File: config.mk
export PLATFORM = sky130hd
export DESIGN_NAME = sb_mailbox_bridge
export DESIGN_NICKNAME = d
export VERILOG_FILES = /design/src/rtl/sbb_pkg.sv /design/src/rtl/sbb_ctrl.sv /design/src/rtl/sbb_datapath.sv /design/src/rtl/sb_mailbox_bridge.sv
export SDC_FILE = /design/constraint.sdc
export NUM_CORES = 1
export LEC_CHECK = 0
export ABC_CLOCK_PERIOD_IN_PS = 6490
export CAP_MARGIN = 20
export CORE_MARGIN = 3
export CORE_UTILIZATION = 40
export CTS_BUF_LIST = sky130_fd_sc_hd__clkbuf_4 sky130_fd_sc_hd__clkbuf_8 sky130_fd_sc_hd__clkbuf_16
export DETAILED_ROUTE_END_ITERATION = 10
export GPL_TIMING_DRIVEN = 1
export PLACE_DENSITY_LB_ADDON = 0.12
export SLEW_MARGIN = 20
export SYNTH_ARGS = -nofsm -noshare
export SYNTH_HDL_FRONTEND = slang
export SYNTH_SLANG_ARGS = --single-unit
File: constraint.sdc
create_clock -name clk -period 6.49 [get_ports clk]
set_input_delay 1.298 -clock clk [delete_from_list [all_inputs] [get_ports clk]]
set_output_delay 1.298 -clock clk [all_outputs]
set_load 0.005 [all_outputs]
File: src/rtl/sbb_pkg.sv
package sbb_pkg;
  // host register selects
  localparam logic [1:0] SEL_ADDR = 2'd0;
  localparam logic [1:0] SEL_DATA = 2'd1;
  localparam logic [1:0] SEL_BELL = 2'd2;
  localparam logic [1:0] SEL_CTL  = 2'd3;

  // command word layout
  localparam int DEVFN_LSB = 24;
  localparam int OPC_LSB   = 16;
  localparam int PORT_LSB  = 8;
  localparam int BE_LSB    = 4;
  localparam int BAR_LSB   = 1;
  localparam int FIELD_W   = 8;
  localparam int BE_W      = 4;
  localparam int BAR_W     = 3;

  // control register flag positions
  localparam int TMO_FLAG_BIT = 16;
  localparam int OVR_FLAG_BIT = 17;

  // opcodes classified as reads
  localparam logic [7:0] OPC_MMIO_RD = 8'h00;
  localparam logic [7:0] OPC_PRIV_RD = 8'h06;

  typedef struct packed {
    logic wrAddr;
    logic wrData;
    logic launch;
    logic wrCtl;
    logic loadRsp;
    logic loadOnes;
    logic busy;
    logic reqActive;
    logic tmoFlag;
    logic ovrFlag;
  } sbbStrobes_t;
endpackage

File: src/rtl/sbb_ctrl.sv
module sbb_ctrl
  import sbb_pkg::*;
#(
  parameter int TMO_W = 16
) (
  input  logic             clk,
  input  logic             rstN,
  input  logic             hostWe,
  input  logic [1:0]       hostSel,
  input  logic [1:0]       clrReq,
  input  logic             cmdIsRead,
  input  logic [TMO_W-1:0] tmoLimit,
  input  logic             fabReqReady,
  input  logic             fabRspValid,
  output sbbStrobes_t      strb
);

  typedef enum logic [1:0] {ST_IDLE, ST_REQ, ST_WAIT} state_t;

  state_t           state;
  logic [TMO_W-1:0] cnt;
  logic [TMO_W-1:0] limLatched;
  logic             tmoFlag;
  logic             ovrFlag;
  logic             idle;
  logic             launch;
  logic             overrun;
  logic             wrCtl;
  logic             rspHit;
  logic             tmoHit;

  always_comb begin
    idle    = (state == ST_IDLE);
    launch  = hostWe && (hostSel == SEL_BELL) && idle;
    overrun = hostWe && (hostSel == SEL_BELL) && !idle;
    wrCtl   = hostWe && (hostSel == SEL_CTL);
    rspHit  = (state == ST_WAIT) && fabRspValid;
    tmoHit  = !idle && !rspHit && (cnt == limLatched);
  end

  always_ff @(posedge clk) begin
    if (!rstN) begin
      state      <= ST_IDLE;
      cnt        <= '0;
      limLatched <= '0;
    end else begin
      case (state)
        ST_IDLE: if (launch) begin
          state      <= ST_REQ;
          cnt        <= '0;
          limLatched <= tmoLimit;
        end
        ST_REQ: begin
          if (tmoHit) state <= ST_IDLE;
          else begin
            cnt <= cnt + TMO_W'(1);
            if (fabReqReady) state <= ST_WAIT;
          end
        end
        ST_WAIT: begin
          if (rspHit || tmoHit) state <= ST_IDLE;
          else cnt <= cnt + TMO_W'(1);
        end
        default: state <= ST_IDLE;
      endcase
    end
  end

  always_ff @(posedge clk) begin
    if (!rstN) begin
      tmoFlag <= 1'b0;
      ovrFlag <= 1'b0;
    end else begin
      if (tmoHit) tmoFlag <= 1'b1;
      else if (wrCtl && clrReq[0]) tmoFlag <= 1'b0;
      if (overrun) ovrFlag <= 1'b1;
      else if (wrCtl && clrReq[1]) ovrFlag <= 1'b0;
    end
  end

  always_comb begin
    strb.wrAddr    = hostWe && (hostSel == SEL_ADDR) && idle;
    strb.wrData    = hostWe && (hostSel == SEL_DATA) && idle;
    strb.launch    = launch;
    strb.wrCtl     = wrCtl;
    strb.loadRsp   = rspHit && cmdIsRead;
    strb.loadOnes  = tmoHit && cmdIsRead;
    strb.busy      = !idle;
    strb.reqActive = (state == ST_REQ);
    strb.tmoFlag   = tmoFlag;
    strb.ovrFlag   = ovrFlag;
  end


  launch_busy_chk: assert property (@(posedge clk) disable iff (!rstN)
    launch |=> !idle);


  cnt_bound_chk: assert property (@(posedge clk) disable iff (!rstN)
    !idle |-> (cnt <= limLatched));


  busy_fall_chk: assert property (@(posedge clk) disable iff (!rstN)
    $rose(idle) |-> ($past(fabRspValid) || $past(cnt == limLatched)));


  ovr_sticky_chk: assert property (@(posedge clk) disable iff (!rstN)
    (ovrFlag && !(wrCtl && clrReq[1])) |=> ovrFlag);

endmodule

File: src/rtl/sbb_datapath.sv
module sbb_datapath
  import sbb_pkg::*;
#(
  parameter int NUM_PORTS   = 4,
  parameter int TMO_W       = 16,
  parameter int DEFAULT_TMO = 1000
) (
  input  logic                 clk,
  input  logic                 rstN,
  input  logic [1:0]           hostSel,
  input  logic [31:0]          hostWdata,
  output logic [31:0]          hostRdata,
  input  sbbStrobes_t          strb,
  output logic                 cmdIsRead,
  output logic [TMO_W-1:0]     tmoLimit,
  output logic [NUM_PORTS-1:0] fabReqValid,
  output logic [FIELD_W-1:0]   fabDevFn,
  output logic [FIELD_W-1:0]   fabOpcode,
  output logic [BE_W-1:0]      fabByteEn,
  output logic [BAR_W-1:0]     fabBar,
  output logic [31:0]          fabAddr,
  output logic [31:0]          fabWdata,
  input  logic [31:0]          fabRspData
);

  logic [31:0]        addrReg;
  logic [31:0]        dataReg;
  logic [31:1]        cmdReg;
  logic [TMO_W-1:0]   limitReg;
  logic [FIELD_W-1:0] portField;
  logic [31:0]        ctlView;

  always_ff @(posedge clk) begin
    if (!rstN) begin
      addrReg  <= '0;
      dataReg  <= '0;
      cmdReg   <= '0;
      limitReg <= TMO_W'(DEFAULT_TMO);
    end else begin
      if (strb.wrAddr) addrReg <= hostWdata;
      if (strb.loadRsp)       dataReg <= fabRspData;
      else if (strb.loadOnes) dataReg <= '1;
      else if (strb.wrData)   dataReg <= hostWdata;
      if (strb.launch) cmdReg <= hostWdata[31:1];
      if (strb.wrCtl)  limitReg <= hostWdata[TMO_W-1:0];
    end
  end

  always_comb begin
    fabDevFn  = cmdReg[DEVFN_LSB +: FIELD_W];
    fabOpcode = cmdReg[OPC_LSB +: FIELD_W];
    portField = cmdReg[PORT_LSB +: FIELD_W];
    fabByteEn = cmdReg[BE_LSB +: BE_W];
    fabBar    = cmdReg[BAR_LSB +: BAR_W];
    cmdIsRead = (fabOpcode == OPC_MMIO_RD) || (fabOpcode == OPC_PRIV_RD);
    fabAddr   = addrReg;
    fabWdata  = dataReg;
    tmoLimit  = limitReg;
  end

  for (genvar p = 0; p < NUM_PORTS; p++) begin : g_route
    assign fabReqValid[p] = strb.reqActive && (portField == FIELD_W'(p));
  end

  always_comb begin
    ctlView               = 32'(limitReg);
    ctlView[TMO_FLAG_BIT] = strb.tmoFlag;
    ctlView[OVR_FLAG_BIT] = strb.ovrFlag;
    case (hostSel)
      SEL_ADDR: hostRdata = addrReg;
      SEL_DATA: hostRdata = dataReg;
      SEL_BELL: hostRdata = {cmdReg, strb.busy};
      default:  hostRdata = ctlView;
    endcase
  end


  route_onehot_chk: assert property (@(posedge clk) disable iff (!rstN)
    $onehot0(fabReqValid));


  addr_hold_chk: assert property (@(posedge clk) disable iff (!rstN)
    strb.busy |=> $stable(addrReg));


  data_hold_chk: assert property (@(posedge clk) disable iff (!rstN)
    (strb.busy && !strb.loadRsp && !strb.loadOnes) |=> $stable(dataReg));

endmodule

File: src/rtl/sb_mailbox_bridge.sv
module sb_mailbox_bridge
  import sbb_pkg::*;
#(
  parameter int NUM_PORTS   = 4,
  parameter int TMO_W       = 16,
  parameter int DEFAULT_TMO = 1000
) (
  input  logic                 clk,
  input  logic                 rstN,
  input  logic                 hostWe,
  input  logic [1:0]           hostSel,
  input  logic [31:0]          hostWdata,
  output logic [31:0]          hostRdata,
  output logic [NUM_PORTS-1:0] fabReqValid,
  input  logic                 fabReqReady,
  output logic [7:0]           fabDevFn,
  output logic [7:0]           fabOpcode,
  output logic [3:0]           fabByteEn,
  output logic [2:0]           fabBar,
  output logic                 fabIsRead,
  output logic [31:0]          fabAddr,
  output logic [31:0]          fabWdata,
  input  logic                 fabRspValid,
  input  logic [31:0]          fabRspData
);

  sbbStrobes_t      strb;
  logic             cmdIsRead;
  logic [TMO_W-1:0] tmoLimit;

  sbb_ctrl #(.TMO_W(TMO_W)) u_ctrl (
    .clk         (clk),
    .rstN        (rstN),
    .hostWe      (hostWe),
    .hostSel     (hostSel),
    .clrReq      (hostWdata[OVR_FLAG_BIT:TMO_FLAG_BIT]),
    .cmdIsRead   (cmdIsRead),
    .tmoLimit    (tmoLimit),
    .fabReqReady (fabReqReady),
    .fabRspValid (fabRspValid),
    .strb        (strb)
  );

  sbb_datapath #(
    .NUM_PORTS   (NUM_PORTS),
    .TMO_W       (TMO_W),
    .DEFAULT_TMO (DEFAULT_TMO)
  ) u_dp (
    .clk         (clk),
    .rstN        (rstN),
    .hostSel     (hostSel),
    .hostWdata   (hostWdata),
    .hostRdata   (hostRdata),
    .strb        (strb),
    .cmdIsRead   (cmdIsRead),
    .tmoLimit    (tmoLimit),
    .fabReqValid (fabReqValid),
    .fabDevFn    (fabDevFn),
    .fabOpcode   (fabOpcode),
    .fabByteEn   (fabByteEn),
    .fabBar      (fabBar),
    .fabAddr     (fabAddr),
    .fabWdata    (fabWdata),
    .fabRspData  (fabRspData)
  );

  assign fabIsRead = cmdIsRead;


  req_hold_chk: assert property (@(posedge clk) disable iff (!rstN)
    ((|fabReqValid) && !fabReqReady) |=>
      ($stable(fabOpcode) && $stable(fabAddr) && $stable(fabWdata) && $stable(fabDevFn)));

endmodule

# Word level (Yosys, flattened, before mapping)
# Index checks and enable logic that the tools add are counted.
[op_classes]
n_addsub = 1
n_eq_ne = 15
n_mux = 17
reduce_logical = 34
[ops]
columns = ["operator", "n"]
rows = [
  ["$mux 32", 3],
  ["$pmux 32 s3", 1],
  ["$mux 16", 3],
  ["$pmux 16 s3", 1],
  ["$logic_and 1x1->1", 19],
  ["$add 16x1->16 const B", 1],
  ["$eq 16x16->1", 1],
  ["$eq 8x2->1 const B", 2],
  ["$logic_not 8->1", 2],
  ["$eq 8x1->1 const B", 1],
  ["$eq 8x3->1 const B", 1],
  ["$mux 2", 4],
  ["$ne 2x2->1 const B", 4],
  ["$eq 2x2->1 const B", 3],
  ["$pmux 2 s3", 1],
  ["$reduce_bool 3->1", 2],
  ["$eq 2x1->1 const B", 2],
  ["$logic_not 2->1", 2],
  ["$mux 1", 4],
  ["$reduce_and 4->1", 1],
  ["$reduce_bool 2->1", 2],
  ["$ne 3x3->1 const B", 1],
  ["$reduce_and 3->1", 1],
  ["$logic_not 1->1", 2],
  ["2 further kinds", 3],
]
[word_totals]
ff_bits = 147
inputBits = 71
out_inout_bits = 124
elab_cells = 76

# Depth between registers and ports, before layout
[logic_depth]
depth_word = 8
mapped_depth = 9
ltp_nobuf = 8

# By module
# Synthesis repeated with hierarchy kept, for this count alone.
[unflattened]
cells_unflattened = 780
area_unflattened_um2 = 7542.2
[modules_own_cells]
columns = ["mod", "instances", "cells_each", "area_each_um2", "seq_area_each_um2"]
rows = [
  ["sbb_datapath", 1, 489, 5245.0, 2222.1],
  ["sbb_ctrl", 1, 291, 2297.2, 720.7],
]

# Worst setup path before layout
# Ideal clock, no wire load.
[synth_path]
path_type = "in2out"
from = "input hostSel[0]"
to = "output hostRdata[14]"
arrival_ns = 2.552
required_time_ns = 5.192
path_slack_ns = 2.640
cell_stages = 4
path_buffers = 3
path_cell_list = "clkbuf_1 buf_2 buf_2 mux4_2"
[synth_between]
elab_chain_cells = 2
word_cells_on_any_way = 4
classes_between = "2 x eq/ne; 1 x mux; 1 x reduce/logical"
[synth_lines]
columns = ["item", "line_no", "source"]
rows = [
  ["start: declaration", "sb_mailbox_bridge.sv:11", "input logic [1:0] hostSel,"],
  ["$eq 2x2->1 (tied with other cells)", "sbb_datapath.sv:69", "case (hostSel)"],
  ["$pmux 32 s3 *", "sbb_datapath.sv:69", ""],
  ["end: declaration", "sb_mailbox_bridge.sv:13", "output logic [31:0] hostRdata,"],
]
# Mark *: on every way between the ends. The rest lies on a longest branch, timed or not.

# Final worst setup path
[layout_path]
from = "input hostSel[0]"
to = "output hostRdata[0]"
# Same word-level chain as after synthesis.

==> out/qor.csv <==
metric,value,unit
Worst IR Drop VDD,0.232,mV
drt wl/cell,18.7,um
filler cell count in the final layout,1636,
maximum count of clock buffers along a single path,2,
placed cell count,1225,
max-slew violation total from the final report,0,
number of global-route vias before repair,6296,
CTS Buf Count,17,
row count,48,
antenna violations before repair,0,
final period demand of the worst path,4.73,ns
area of the placeable core,17600,um^2
top cell type's share of synthesized area,0.402,
Residual DRC,0,
worst slew margin relative to its limit,0.297,
clock tree root buffer cell,clkbuf_16,
Finished Cell Area,9750,um^2
number of distinct library cell variants in the gate-level netlist after synthesis,56,
total global routing track utilization,0.231,
number of enable flip-flop cells after synthesis,0,
total power,3.19,mW
gr ovfl total,0,
Fmax achieved,0.211,GHz
global-route wire length before repair,36400,um
combinational share of power,0.331,
Ant. Diodes,0,
clock tree from TritonCTS,built,
DIE WIDTH,141,um
Layout Area Growth over Synthesis,33.3,%
total nets after synthesis,963,
Initial DRT Pass Iterations,5,
Layout Nets,1095,
Gate Count Post-Synth,887,
post-route worst hold slack,0.467,ns
gpl congestion,0.803,
setup total negative slack,0,ns
setup repair after global routing missed its margin,no,
fraction of power spent switching nets,0.324,
leading cell types by total area after synthesis,"dfxtp_1 40%, nand2_1 16%, a21oi_1 6.4%",
Int Pwr,2.16,mW
fraction of layout instances using a drive strength above 1,0.113,
register area,2940,um^2
post-synth design cell area,7320,um^2
share of synthesized area occupied by flip-flops and latches,0.402,
transition time of the tightest slew-check pin,1.06,ns
"Arr. time, crit path",3.43,ns
Chip Height,141,um
Final Hold Vio Count,0,
post-route core utilization,0.554,
clk sinks,147,
via density per instance,5.36,
sequential group share of total power,0.358,
NetSw,1.03,mW
maximum capacitance violations,0,
clock network latency to the later pin of the worst-skew pair,0.43,ns
category of the critical setup timing path,in -> out,
number of buffers inserted for hold repair after clock tree synthesis,0,
post-synthesis cell type with the largest combined area,dfxtp_1,
I/O pin count,195,
DPL Wire Length,15500,um
syn avg cell area,8.25,um^2
overall via count from detail_route,6726,
Die Area,19900,um^2
area occupied by multi-input gates,3870,um^2
warning count from the yosys run,0,
pin count of the biggest net entering global routing,95,
number of cells in the finished layout apart from fillers,1256,
level count of the clock H-tree,4,
Setup crit end kind,output port,
post-placement setup slack,1.75,ns
WP data required,5.19,ns
clock skew,0.0129,ns
number of buffers added for setup after CTS,0,
number of setup violations in the final report,0,
violation count after the first detailed-routing iteration,427,
post-route antenna net violation count,0,
final cycle utilization of the critical path,0.729,
worst-path maximum fanout,26,
Pleak,3.62,nW
cell area power density,328,nW/um^2
clock input transition at the sequential cells of the worst setup and hold paths,0.07,ns
Routed Wire Length,23400,um
dominant register cell in the synthesized netlist,dfxtp_1,
fraction of synthesis flops using an asynchronous set or reset pin,0,
Placed Instance Area,9160,um^2
Hold/Removal Path Class,reg -> reg,
status,finished clean,
starting density of the core,0.416,
input/output buffers,194,
portion of total power attributed to the clock network,0.311,
post-synthesis sequential element count,147,
Critical Path Source Type,input port,
worst path setup slack after routing,1.76,ns
cts repair resizes,0,
[synth_stat cells, types with 3 or more instances]
cell	n
nand2_1	304
dfxtp_1	147
a21oi_1	94
clkbuf_1	47
a22o_1	30
o211ai_2	30
o21ai_0	26
buf_4	23
mux4_2	18
xor2_1	17
mux2i_1	16
nand3_1	14
nor2_1	11
buf_2	9
inv_1	8
a211oi_1	7
buf_6	7
buf_1	5
ha_1	5
nand4_1	5
nor4_1	5
or3_1	5
nor3_1	4
or2_2	4
a31oi_1	3
and3_1	3
o311ai_0	3
o31a_1	3
[layout by cell type (no fill, tap or decap), types with 10 or more instances in the layout]
master / Yosys / routed
mux4_2: 18 / 18
xor2_1: 17 / 17
nand3_1: 14 / 13
a21oi_1: 94 / 94
o211ai_2: 30 / 30
clkbuf_16: 0 / 17
o21ai_0: 26 / 26
buf_4: 23 / 10
a22o_1: 30 / 30
dfxtp_1: 147 / 147
clkdlybuf4s50_1: 0 / 191
mux2i_1: 16 / 16
nor2_1: 11 / 11
nand2_1: 304 / 304
[final timing paths]
kind / slack, ns / depth (start not counted) / endpoint / startpoint
worst max-delay path: 1.76 / 4 / hostRdata[0] / hostSel[0]
worst min-delay path: 0.47 / 2 / u_ctrl.limLatched[1] / u_ctrl.limLatched[1]
worst max register to register: 3.80 / 6 / u_dp.fabWdata[10] / u_dp.cmdReg[20]
worst min register to register: 0.47 / 2 / u_ctrl.limLatched[1] / u_ctrl.limLatched[1]
[logic make-up (layout without fill, tap and decap cells)]
group	count (synthesis)	count (layout)	synth area share
fa+ha+maj	5	5	0.00855
flops	147	147	0.402
simple gates	373	373	0.214
xor+xnor	17	17	0.0204
compound gates	211	211	0.206
mux	34	34	0.0773
buf+inv	100	244	0.0720
[state kept, by name, indices dropped and copies added (netlist names)]
| name | cells |
|---|---|
| u_ctrl.ovrFlag | 1 |
| u_ctrl.cnt | 16 |
| u_ctrl.limLatched | 16 |
| u_ctrl.tmoFlag | 1 |
| u_ctrl.state | 2 |
| u_dp.cmdReg | 31 |
| u_dp.fabWdata | 32 |
| u_dp.fabAddr | 32 |
| u_dp.tmoLimit | 16 |
[layer usage]
layer	GRT usage	wire, um
met1	0.327	11200
met2	0.355	10700
met3	0.0492	1250
met4	0.0668	311
met5	0	0
[cell type report]
class | count | share of cell area
Sequential cell | 147 | 0.302
Tap cell | 225 | 0.0289
Multi-Input combinational cell | 640 | 0.397
Timing Repair Buffer | 205 | 0.208
Clock buffer | 19 | 0.0458
Clock inverter | 12 | 0.0151
Inverter | 8 | 0.00308
[power groups by stage]
| stage | sequential [mW] | combinational [mW] | clock [mW] |
|---|---|---|---|
| 2_1_floorplan | 1.14 | 0.604 | 0 |
| 3_3_place_gp | 1.16 | 1.05 | 0 |
| 3_5_place_dp | 1.16 | 1.06 | 0 |
| 4_1_cts | 1.14 | 1.06 | 1.01 |
| 5_1_grt | 1.16 | 1.14 | 1.05 |
| 6_report | 1.14 | 1.06 | 0.993 |
[worst max-delay path, cell delays in order]
cell and delay [ns]:
buf_2 0.67, buf_4 0.41, mux4_2 0.58, clkdlybuf4s50_1 0.46
No activity file was read; power rests on OpenSTA's default activity.
